<file path="config.mk">
export PLATFORM = sky130hd
export DESIGN_NAME = spi_flash_prog_seq
export DESIGN_NICKNAME = d
export VERILOG_FILES = /design/src/rtl/spi_flash_prog_seq.sv
export SDC_FILE = /design/constraint.sdc
export NUM_CORES = 1
export LEC_CHECK = 0
export CAP_MARGIN = 10
export CELL_PAD_IN_SITES_DETAIL_PLACEMENT = 2
export CELL_PAD_IN_SITES_GLOBAL_PLACEMENT = 2
export CORE_MARGIN = 8
export CORE_UTILIZATION = 37
export CTS_CLUSTER_DIAMETER = 60
export DETAILED_ROUTE_END_ITERATION = 16
export GPL_TIMING_DRIVEN = 0
export PLACE_DENSITY_LB_ADDON = 0.1
export SLEW_MARGIN = 15
export SYNTH_ARGS = -nofsm -noshare
export SYNTH_HDL_FRONTEND = slang
export SYNTH_SLANG_ARGS = --single-unit
</file>
<file path="constraint.sdc">
create_clock -name clk -period 4 [get_ports clk]
set_input_delay 1.2 -clock clk [delete_from_list [all_inputs] [get_ports clk]]
set_output_delay 1.2 -clock clk [all_outputs]
set_load 0.05 [all_outputs]
</file>
<file path="src/rtl/spi_flash_prog_seq.sv">
module spi_flash_prog_seq #(
  parameter int GAP_CYC = 4,
  parameter int ADDR_W  = 24
) (
  input  logic              clk,
  input  logic              rst_n,
  input  logic              prog_en,
  input  logic              byte_wr,
  input  logic              erase_req,
  input  logic [ADDR_W-1:0] byte_addr,
  input  logic [7:0]        byte_data,
  output logic              busy,
  output logic              spi_sck,
  output logic              spi_cs_n,
  output logic              spi_mosi,
  input  logic              spi_miso
);
  localparam int FW    = 16 + ADDR_W;
  localparam int CNT_W = $clog2(FW + 1);
  localparam int GW    = $clog2(GAP_CYC + 1);

  typedef enum logic [1:0] {S_IDLE, S_WREN, S_OP, S_RDSR} st_t;

  st_t               st;
  logic              erase_q, act;
  logic [ADDR_W-1:0] addr_q;
  logic [7:0]        data_q, rx;
  logic [1:0]        ph;
  logic [CNT_W-1:0]  nbits, flen;
  logic [FW-1:0]     shreg, frame;
  logic [GW-1:0]     gap;

  assign busy     = (st != S_IDLE);
  assign spi_cs_n = !act;
  assign spi_sck  = act & ph[1];
  assign spi_mosi = act & shreg[FW-1];

  always_comb begin
    frame = '0;
    flen  = CNT_W'(8);
    case (st)
      S_WREN: frame[FW-1 -: 8] = 8'h06;
      S_OP: begin
        if (erase_q) frame[FW-1 -: 8] = 8'hC7;
        else begin
          frame = {8'h02, addr_q, data_q};
          flen  = CNT_W'(FW);
        end
      end
      default: begin
        frame[FW-1 -: 8] = 8'h05;
        flen = CNT_W'(16);
      end
    endcase
  end

  always_ff @(posedge clk) begin
    if (!rst_n) begin
      st <= S_IDLE; erase_q <= 1'b0; addr_q <= '0; data_q <= '0;
      act <= 1'b0; ph <= '0; nbits <= '0; shreg <= '0; rx <= '0; gap <= '0;
    end else if (st == S_IDLE) begin
      if (prog_en && (byte_wr || erase_req)) begin
        st      <= S_WREN;
        erase_q <= erase_req;
        addr_q  <= byte_addr;
        data_q  <= byte_data;
        gap     <= GW'(GAP_CYC);
      end
    end else if (!act) begin
      if (gap != '0) gap <= gap - 1'b1;
      else begin
        act   <= 1'b1;
        ph    <= '0;
        shreg <= frame;
        nbits <= flen;
      end
    end else begin
      ph <= ph + 2'd1;
      if (ph == 2'd2) rx <= {rx[6:0], spi_miso};
      if (ph == 2'd3) begin
        shreg <= {shreg[FW-2:0], 1'b0};
        nbits <= nbits - 1'b1;
        if (nbits == CNT_W'(1)) begin
          act <= 1'b0;
          gap <= GW'(GAP_CYC);
          case (st)
            S_WREN:  st <= S_OP;
            S_OP:    st <= S_RDSR;
            default: st <= rx[0] ? S_RDSR : S_IDLE;
          endcase
        end
      end
    end
  end

  a_r1_gate_closed: assert property (@(posedge clk) disable iff (!rst_n)
    (!busy && !prog_en && (byte_wr || erase_req)) |=> !busy);

  a_r2_busy_on_accept: assert property (@(posedge clk) disable iff (!rst_n)
    (!busy && prog_en && (byte_wr || erase_req)) |=> busy);

  a_r3_hold_request: assert property (@(posedge clk) disable iff (!rst_n)
    (busy && (byte_wr || erase_req)) |=> ($stable(addr_q) && $stable(data_q) && $stable(erase_q)));

  a_r6_frame_while_busy: assert property (@(posedge clk) disable iff (!rst_n)
    !spi_cs_n |-> busy);

  a_r7_clear_after_idle_poll: assert property (@(posedge clk) disable iff (!rst_n)
    $fell(busy) |-> ($past(st) == S_RDSR && !$past(rx[0])));

  a_r11_cs_gap: assert property (@(posedge clk) disable iff (!rst_n)
    $rose(spi_cs_n) |=> spi_cs_n);
endmodule

</file>
### Yosys cells after proc, flatten, opt, wreduce, memory -nomap -nowiden

Index checks and enable logic that the tools add are counted.

* logic and storage cells: 73
* bits in registers: 88
* bits of input ports: 38
* output and inout port bits: 4

* add/subtract/negate cells: 3
* bitwise gates (word level): 3
* equal/unequal tests: 10
* reductions and logical operators: 16
* muxes and demuxes: 31

Operator list (count)
* 40-bit 2-to-1 mux: 3
* 32-bit 2-to-1 mux: 2
* 6-bit 2-to-1 mux: 4
* 3-bit 2-to-1 mux: 6
* 2-bit 2-to-1 mux: 8
* 8-bit case mux with 2 select lines: 1
* 6-bit case mux with 2 select lines: 1
* 8-bit 2-to-1 mux: 1
* 4-bit AND reduction: 2
* 2-bit nonzero test: 4
* 2-bit equality test (second input constant): 3
* 6-bit by 1-bit equality test with 1-bit output (second input constant): 1
* 3-bit by 1-bit inequality test with 1-bit output (second input constant): 2
* 3-bit AND reduction: 2
* 3-bit nonzero test: 2
* 6-bit by 1-bit subtractor with 6-bit output (second input constant): 1
* 1-bit 2-to-1 mux: 4
* 2-bit by 1-bit inequality test with 1-bit output (second input constant): 2
* 2-bit case mux with 2 select lines: 1
* 2-bit AND reduction: 2
* 3-bit by 1-bit subtractor with 3-bit output (second input constant): 1
* 2-bit by 1-bit adder with 2-bit output (second input constant): 1
* 1-bit AND: 2
* 2-bit by 1-bit equality test with 1-bit output (second input constant): 1
* 6 further kinds: 6

### Logic depth before layout (Yosys ltp)

* depth in word-level cells: 6
* gate-level depth with buffers: 9
* mapped depth without buffers: 7

### Worst setup path before layout

Ideal clock, no wire load.

* path kind: flip-flop to output port
* start: reg act
* end: out spi_mosi
* cell stages (with the launch flop): 5
* arrival time: 1.410 ns
* required time: 2.800 ns
* path buffers: 3
* path slack: 1.390 ns
* path through: dfxtp_1 > buf_6 > clkbuf_1 > clkbuf_1 > and2_1

* word-level cells in the longest chain between the ends: 1

Ends and longest elaborated chain
* start: declaration: RTL line 25 `logic erase_q, act;`
* start signal: assignment: RTL line 60 `act <= 1'b0; ph <= '0; nbits <= '0; shreg <= '0; rx <= '0; gap <= '0;`
* start signal: assignment: RTL line 72 `act <= 1'b1;`
* start signal: assignment: RTL line 84 `act <= 1'b0;`
* 1-bit AND: RTL line 36 `assign spi_mosi = act & shreg[FW-1];`
* end: declaration: RTL line 15 `output logic spi_mosi,`

No other way between the ends.

### Worst setup path after layout

Ends and elaborated chain as after synthesis.

==> flow_metrics.tcl <==
set metrics [dict create \
    cp_cell_sequence "buf_6, clkbuf_1, and2_1, clkdlybuf4s50_1" \
    clock_path_buffers 2 \
    syn-mean-instance-area_um2 8.75 \
    ir_drop_mv 0.204 \
    hold_buffers 0 \
    fin_ws_ps 517 \
    finalPower_mw 1.96 \
    n_fill_cell 1133 \
    synth_warnings 0 \
    relSlewSlack_pct 55.7 \
    pre_cts_slack_ps 417 \
    min_period_ps 3480 \
    final_nets 539 \
    synth_common_cells "88 x dfxtp_1, 87 x nand2_1, 37 x a21boi_0, 37 x nor2_1" \
    numCtsBuffers 9 \
    rrSetupSlack_ps 1580 \
    ys_async_sr_fraction_pct 0 \
    path_clk_slew_ps 90 \
    rsz0062_at_grt "no" \
    synth_top_family_by_area "simple AND/OR/NAND/NOR gates" \
    skew_ps 5.98 \
    drv_slew 0 \
    start_kind "flop" \
    routed_wl_um 12200 \
    antenna_cells 0 \
    critPathMaxStageDelay_ps 800 \
    slowest_stage "clkdlybuf4s50_1" \
    critical_path_class "flop to primary output" \
    drt_iter0_markers 139 \
    maxCapViolations 0 \
    portBuffers 40 \
    synthAdderAreaFrac_pct 2.91 \
    htreeDepth 3 \
    hp-class "flop to flop" \
    syn-cell-area_mm2 0.00387 \
    root_buffer "clkbuf_8" \
    grt_pass1_wl_um 20400 \
    syn_inst 442 \
    antenna_found_initial 0 \
    status "finished clean" \
    via_per_inst 5.41 \
    finalHoldViolCount 0 \
    cp_max_fo 18 \
    gp_congestion 0.784 \
    yosysTopAreaCellShare_pct 45.6 \
    yosys.cell_count.top_type "dfxtp_1" \
    r2r-end "addr_q[20]$_SDFFE_PN0P_" \
    synth_compound_area_share_pct 21.8 \
    synth_top_cell_by_area "dfxtp_1" \
    core_area_mm2 0.0102 \
    syn_to_final_growth_pct 19.5 \
    synth_seq_area_share_pct 45.6 \
    die_area_mm2 0.0140 \
    synth_flop_cell "dfxtp_1" \
    post_drt_wl_per_cell_um 19.4 \
    reg2reg_depth 8 \
    die_x_um 118 \
    dp_hpwl_um 8790 \
    final_util_pct 45.2 \
    drive_gt1_share_pct 7.06 \
    drc_errors 0 \
    tightest_slew_ps 662 \
    min_delay_path_depth 2 \
    synth_edf_count 0 \
    grt-ovfl-total 0 \
    synthSimpleGateAreaFrac_pct 23.3 \
    cts_setup_buffers 0 \
    yosys-top-cells-area "dfxtp_1 46%, nand2_1 8.4%, a21boi_0 7.2%, a221oi_1 7.0%, nor3b_1 6.0%" \
    r2r_start "st[0]$_SDFFE_PN0P_" \
    grt_max_degree 14 \
    min_from "data_q[2]$_SDFFE_PN0P_" \
    setup_viol 0 \
    synth_cell_types 43 \
    fmax_mhz 287 \
    clock_sinks 88 \
    clk_latency_ps 360 \
    ant_nets 0 \
    cts_tree "done" \
    hold_path_end "data_q[2]$_SDFFE_PN0P_" \
    cellPowerDensity_mw_per_mm2 425 \
    routed-via-count 3420 \
    cp-end-kind "primary output" \
    cts_resized 0 \
    firstDrtPassIters 4 \
    syn_nets 489 \
    required_ps 2800 \
    arrival_ps 2280 \
    grt_pass1_vias 3874 \
    gr-usage-all-layers_pct 18.0 \
    period_share_pct 87.1 \
    start_util_pct 37.8 \
    synth_mux_area_share_pct 0.550 \
    die_y_um 118 \
    cellLeakagePower_nw 1.66 \
    fp-row-count 37 \
    synth-xor-area-share_pct 0.227 \
    finalSetupTns_ps 0 \
    io_pins 42 \
    ys_seq_elements 88 \
]
-- worst max path at each step --
stage / start / to / slack (ps) / cells after the start
global route: act$_SDFFE_PN0N_ / spi_mosi / 350 / 4
detailed placement: act$_SDFFE_PN0N_ / spi_mosi / 420 / 5
floorplan: act$_SDFFE_PN0N_ / spi_mosi / 1390 / 4
global placement: act$_SDFFE_PN0N_ / spi_sck / 440 / 5
CTS: act$_SDFFE_PN0N_ / spi_mosi / 9 / 5
finish: act$_SDFFE_PN0N_ / spi_mosi / 520 / 4
-- metal layers --
metal  up-vias  track usage, %  wire, um
met5         -               0         0
met4         0            7.37       139
met3        15            2.81       282
met2        43            31.9      6290
met1      1720            21.2      5520
li1       1642               -         -
-- registers in the layout, summed over array words and instances (netlist names) --
register and flops:
gap 3, shreg 40, data_q 8, nbits 6, st 2, act 1
rx 1, addr_q 24, ph 2, erase_q 1
-- per-stage QoR --
stage	instance area [um^2]	hold WS (ps)	cells
CTS	4620	482	633
global route	4620	505	632
detailed placement	4440	468	618
finish	4620	476	632
global placement	4440	438	618
floorplan	3870	431	442
-- kinds of logic after synthesis --
family,after synthesis
AO/OA/AOI/OAI,111
flip-flops,88
multiplexers,2
adder cells (fa/ha/maj),9
buffers and inverters,46
AND/OR/NAND/NOR,185
XOR/XNOR,1
-- layout by cell type, fill, tap and decap left out, types with 5 or more instances in the layout --
cell type         n
a21boi_0         37
a21oi_1           7
a221oi_1         31
a22oi_1           5
and2_1            5
buf_2            10
clkbuf_1         22
clkbuf_8         10
clkdlybuf4s50_1  40
dfxtp_1          88
ha_1              9
inv_1            11
nand2_1          87
nand3_1           6
nor2_1           37
nor2b_1           8
nor3b_1          31
o21ai_0           8
-- critical path, delay by kind of cell, from the launching register on --
family | cells | cell delay, ps
buffers and inverters | 3 | 1380
DFF | 1 | 330
and+or+nand+nor | 1 | 200
-- report_power, final --
group / leakage, nW / internal [mW] / switching [mW]
logic: 0.845 / 0.148 / 0.203
registers: 0.718 / 0.944 / 0.0419
clock network: 0.0925 / 0.303 / 0.325
total: 1.66 / 1.39 / 0.570
-- final cells by class --
class | count | area (um^2) | share of cell area [%]
clock inverter | 3 | 42.5 | 0.921
sequential | 88 | 1760 | 38.1
tap | 136 | 170 | 3.68
multi-input combinational | 308 | 1890 | 40.9
buffer | 34 | 170 | 3.68
timing repair buffer | 40 | 400 | 8.67
clock buffer | 12 | 145 | 3.14
inverter | 11 | 41.3 | 0.894
(Power assumes the default switching activity.)
